**src/rtl/clkctl_pkg.sv**
```systemverilog
package clkctl_pkg;
    localparam int CTRL_W = 6;
    localparam int DIV_W  = 2;
    localparam int SEL_W  = 2;

    typedef struct packed {
        logic [DIV_W-1:0] div;
        logic             slow;
        logic [SEL_W-1:0] tb_sel;
        logic             irq_en;
    } ctrl_t;
endpackage

```
**src/rtl/clkctl_tb_cnt.sv**
```systemverilog
module clkctl_tb_cnt #(
    parameter int TB_P0 = 16000,
    parameter int TB_P1 = 32000,
    parameter int TB_P2 = 80000,
    parameter int TB_P3 = 200000,
    parameter int SEL_W = 2
) (
    input  logic             clk,
    input  logic             rst_n,
    input  logic [SEL_W-1:0] sel_req,
    output logic             tick,
    output logic [SEL_W-1:0] act_sel
);
    localparam int NSEL  = 1 << SEL_W;
    localparam int MAX01 = (TB_P0 > TB_P1) ? TB_P0 : TB_P1;
    localparam int MAX23 = (TB_P2 > TB_P3) ? TB_P2 : TB_P3;
    localparam int PMAX  = (MAX01 > MAX23) ? MAX01 : MAX23;
    localparam int CNT_W = $clog2(PMAX + 1);

    typedef struct packed {
        logic [CNT_W-1:0] cnt;
        logic [SEL_W-1:0] sel;
    } st_t;

    st_t st_d, st_q;
    logic [CNT_W-1:0] last_tab [NSEL];

    // Terminal values, one per selection.
    for (genvar g = 0; g < NSEL; g++) begin : g_last
        localparam int PER = (g % 4 == 0) ? TB_P0 :
                             (g % 4 == 1) ? TB_P1 :
                             (g % 4 == 2) ? TB_P2 : TB_P3;
        assign last_tab[g] = CNT_W'(PER - 1);
    end

    always_comb begin
        st_d = st_q;
        tick = (st_q.cnt == last_tab[st_q.sel]);
        if (tick) begin
            st_d.cnt = '0;
            st_d.sel = sel_req;   // new length only from the next period
        end else begin
            st_d.cnt = st_q.cnt + 1'b1;
        end
    end

    always_ff @(posedge clk or negedge rst_n) begin
        if (!rst_n) st_q <= '0;
        else        st_q <= st_d;
    end

    assign act_sel = st_q.sel;
endmodule

```
**src/rtl/clkctl_ce_gen.sv**
```systemverilog
module clkctl_ce_gen #(
    parameter int DIV_W = 2
) (
    input  logic             clk,
    input  logic             rst_n,
    input  logic             slow_req,
    input  logic [DIV_W-1:0] div_req,
    output logic             ce
);
    localparam int CNT_W = 1 << DIV_W;

    typedef struct packed {
        logic [CNT_W-1:0] cnt;
        logic             slow;
        logic [DIV_W-1:0] div;
    } st_t;

    st_t st_d, st_q;
    logic [CNT_W-1:0] term;

    always_comb begin
        st_d = st_q;
        term = CNT_W'((32'd1 << (32'(st_q.div) + 32'd1)) - 32'd1);
        ce   = !st_q.slow || (st_q.cnt == term);
        if (ce) begin
            st_d.cnt  = '0;
            st_d.slow = slow_req;   // settings resync at each pulse
            st_d.div  = div_req;
        end else begin
            st_d.cnt = st_q.cnt + 1'b1;
        end
    end

    always_ff @(posedge clk or negedge rst_n) begin
        if (!rst_n) st_q <= '0;
        else        st_q <= st_d;
    end
endmodule

```
**src/rtl/clkctl_tbase.sv**
```systemverilog
module clkctl_tbase
    import clkctl_pkg::*;
#(
    parameter int TB_P0 = 16000,
    parameter int TB_P1 = 32000,
    parameter int TB_P2 = 80000,
    parameter int TB_P3 = 200000
) (
    input  logic              clk,
    input  logic              rst_n,
    input  logic              wr_en,
    input  logic [CTRL_W-1:0] wr_data,
    input  logic              rd_en,
    output logic [CTRL_W:0]   rd_data,
    output logic              cpu_ce,
    output logic              irq,
    output logic              wake
);
    typedef struct packed {
        ctrl_t ctrl;
        logic  flag;
    } st_t;

    st_t st_d, st_q;
    logic             tb_tick;
    logic [SEL_W-1:0] act_sel;

    clkctl_tb_cnt #(
        .TB_P0(TB_P0), .TB_P1(TB_P1), .TB_P2(TB_P2), .TB_P3(TB_P3), .SEL_W(SEL_W)
    ) u_tbcnt (
        .clk     (clk),
        .rst_n   (rst_n),
        .sel_req (st_q.ctrl.tb_sel),
        .tick    (tb_tick),
        .act_sel (act_sel)
    );

    clkctl_ce_gen #(.DIV_W(DIV_W)) u_cegen (
        .clk      (clk),
        .rst_n    (rst_n),
        .slow_req (st_q.ctrl.slow),
        .div_req  (st_q.ctrl.div),
        .ce       (cpu_ce)
    );

    always_comb begin
        st_d = st_q;
        if (wr_en) st_d.ctrl = ctrl_t'(wr_data);
        // a period end beats a read-clear in the same cycle
        st_d.flag = tb_tick | (st_q.flag & ~rd_en);
    end

    always_ff @(posedge clk or negedge rst_n) begin
        if (!rst_n) st_q <= '0;
        else        st_q <= st_d;
    end

    assign rd_data = {st_q.ctrl, st_q.flag};
    assign irq     = st_q.flag & st_q.ctrl.irq_en;
    assign wake    = irq;
endmodule

```
**config.mk**
```make
export PLATFORM = sky130hd
export DESIGN_NAME = clkctl_tbase
export DESIGN_NICKNAME = d
export VERILOG_FILES = /design/src/rtl/clkctl_pkg.sv /design/src/rtl/clkctl_tb_cnt.sv /design/src/rtl/clkctl_ce_gen.sv /design/src/rtl/clkctl_tbase.sv
export SDC_FILE = /design/constraint.sdc
export NUM_CORES = 1
export LEC_CHECK = 0
export BUFFER_PORTS_ARGS = -buffer_cell sky130_fd_sc_hd__buf_4
export CAP_MARGIN = 25
export CORE_AREA = 2 2 68 70
export DETAILED_ROUTE_END_ITERATION = 16
export DIE_AREA = 0 0 70 72
export PLACE_DENSITY_LB_ADDON = 0.08
export RECOVER_POWER = 50
export SYNTH_ARGS = -nofsm -noshare
export SYNTH_HDL_FRONTEND = slang
export SYNTH_SLANG_ARGS = --single-unit
```
**constraint.sdc**
```tcl
create_clock -name clk -period 3.7 [get_ports clk]
set_input_delay 0.37 -clock clk [delete_from_list [all_inputs] [get_ports clk]]
set_output_delay 0.37 -clock clk [all_outputs]
set_load 0.03 [all_outputs]
```
==> metrics <==
final setup fails 0; Final HPWL DP 2.13 mm; Worst Path Arrival 2.73 ns; max-cap violations 1; Crit Path Max Fanout 18; fin crit share 69.4%; final antenna diode count 0; failing checks max-capacitance violations, max-slew violations; commonest non-fill, non-tap cells in the layout dfrtp_1, nor2_1, buf_4; Routed Antenna Nets 0; worst-margin pin slew 1.80 ns; Leakage 0.824 nW; pwr dens 479 nW/um2; Yosys cell types 35; EDFF count, synth 0; routability congestion estimate 0.802; largest area contributor in the netlist dfrtp_1; Hold/Removal Path Class in -> reg; first-pass GRT wire length 5.53 mm; clock latency on the worst-skew pair 0.28 ns; vias in the first global route 1,183; GRT Overall Usage 13.9%; critical path endpoint category flop; hold depth 2; Hold Vio Cnt, Final 0; synthesized cell area 1650 um2; Setup crit start kind flop; number of fill cells 438; 1st-iter DRT viols 51; htree depth 2; die height 72 um; worst vdd ir 0.000230 V; min-delay src wr_data[3]; worst setup path class reg -> reg; Final Skew 0.00588 ns; Die Wd 70 um; Async SR Flop Fraction 100%; # clock sinks 34; delay-heaviest family, CP simple AND/OR/NAND/NOR gates; mean post-synth cell area 10.7 um2; initial core utilization 38.8%; final worst path period need 2.57 ns; Post-Syn Instances 155; Primary FF master, synth dfrtp_1; Worst R2R Path Depth 5; layout cell share with drive strength beyond 1 19.9%; commonest non-fill, non-tap cell in the layout dfrtp_1; Total Nets Final 184; Final TNS setup 0 ns; clk buf depth 2; io pins 20; max-slew violation count 35; mean number of vias per cell 5.11; DR pass1 iterations 3; Clock Pin Slew Worst Setup and Hold Paths 0.07 ns; hold buffer count at CTS 0; Crit path largest cell delay 0.71 ns; synthesized flop and latch total 34; final wirelength 3.05 mm; Port Buffers 19; Reg-to-Reg Start u_tbcnt.st_q[8]; # rows 24; CP bufs+invs 0; area grow syn2layout 13.5%; largest net degree at the start of global routing 35; DRC violations left 0; DR vias 1,139; wire per inst 13.7 um; CTS tree done; RSZ-0062 raised after global routing false; register area share after synthesis 51.4%; Pwr Total 900 uW; worst-path cell chain nand3b_1 > or4_1 > a2111oi_2 > and4bb_1 > mux2_1; initial antenna violation count 0; clk root buf clkbuf_8; Resized cells post-CTS 0; Synth area leaders dfrtp_1, mux2_2, xnor2_1; synthesized net count 167; CTS Buf Count 5; Die ar. 5040 um2; outcome complete, but fails checks; Yosys warning total 0; grt ovf 0; Synth top area share 51.4%; number of setup buffers added after CTS 0; slowest CP cell and4bb_1; hold worst-path end rd_data[4]; f_max 389 MHz; Core Footprint 4260 um2; reg2reg end u_tbcnt.act_sel[1]; worst reg-to-reg setup slack 1.13 ns; WP data required 3.86 ns; normalized max-slew margin -20.3%
-- logic make-up (layout without fill, tap and decap cells) --
family                   count (synthesis)  in the layout  synth area share (%)
XOR/XNOR                                19             19                  10.1
AO/OA/AOI/OAI                           11             11                  4.54
adder cells (fa/ha/maj)                  2              2                  1.51
AND/OR/NAND/NOR                         65             65                  20.7
flip-flops                              34             34                  51.4
buffers and inverters                   14             30                  4.92
multiplexers                            10             10                  6.81
-- synthesized netlist by cell type (all sizes together), types with 4 or more instances --
master  instances
mux2           10
nand4           4
nor3            4
xor2            9
o21ai           4
nand3           9
nor2           21
nand2           7
xnor2          10
buf             7
inv             5
dfrtp          34
-- area by class of cell --
class	instances	area, um2	area share, %
flip-flops and latches	34	851	45.3
multi-input cells	107	722	38.4
repair buffers	19	139	7.40
clock buffers	6	82.6	4.40
well taps	52	65.1	3.46
inverters	5	18.8	0.999
-- per-stage QoR --
step           cell area (um2)  utilization [%]  setup slack, ns  std cells  hold slack, ns
6_report                  1880             44.0             1.13        223           0.324
3_3_place_gp              1800             42.2             1.20        217           0.345
2_1_floorplan             1650                -             1.65        155          0.0744
5_1_grt                   1880             44.0            0.985        223           0.313
4_1_cts                   1880             44.1             1.10        223          0.0408
3_5_place_dp              1800             42.2             1.11        217           0.349
-- power by group --
group	internal, mW	switching, mW	leakage [nW]
clock	0.143	0.122	0.0431
sequential	0.416	0.0412	0.432
combinational	0.0860	0.0908	0.349
total	0.646	0.254	0.824
-- worst max path at each step --
stage | start | endpoint | slack (ns) | cells past startpoint
6_report | u_tbcnt.st_q[8] | u_tbcnt.act_sel[1] | 1.13 | 5
5_1_grt | u_tbcnt.st_q[8] | u_tbcnt.act_sel[1] | 0.98 | 5
4_1_cts | u_tbcnt.st_q[8] | u_tbcnt.act_sel[0] | 1.10 | 5
3_5_place_dp | u_tbcnt.st_q[8] | u_tbcnt.act_sel[0] | 1.11 | 5
3_3_place_gp | u_tbcnt.st_q[8] | u_tbcnt.act_sel[1] | 1.20 | 5
2_1_floorplan | u_tbcnt.st_q[8] | u_tbcnt.act_sel[0] | 1.65 | 6
-- sequential cells by signal, indices dropped and copies added, names as in the netlist --
name and flops:
rd_data 7, u_cegen.st_q 7, u_tbcnt.act_sel 2, u_tbcnt.st_q 18
-- layer usage --
layer / global-route usage, % / share of wire [%] / up-vias
met5: 0 / 0 / -
met4: 5.98 / 2.0 / 0
met3: 4.86 / 3.8 / 8
met2: 22.0 / 46 / 17
met1: 17.5 / 48 / 549
li1: - / - / 565
No activity file was read; power rests on OpenSTA's default activity.
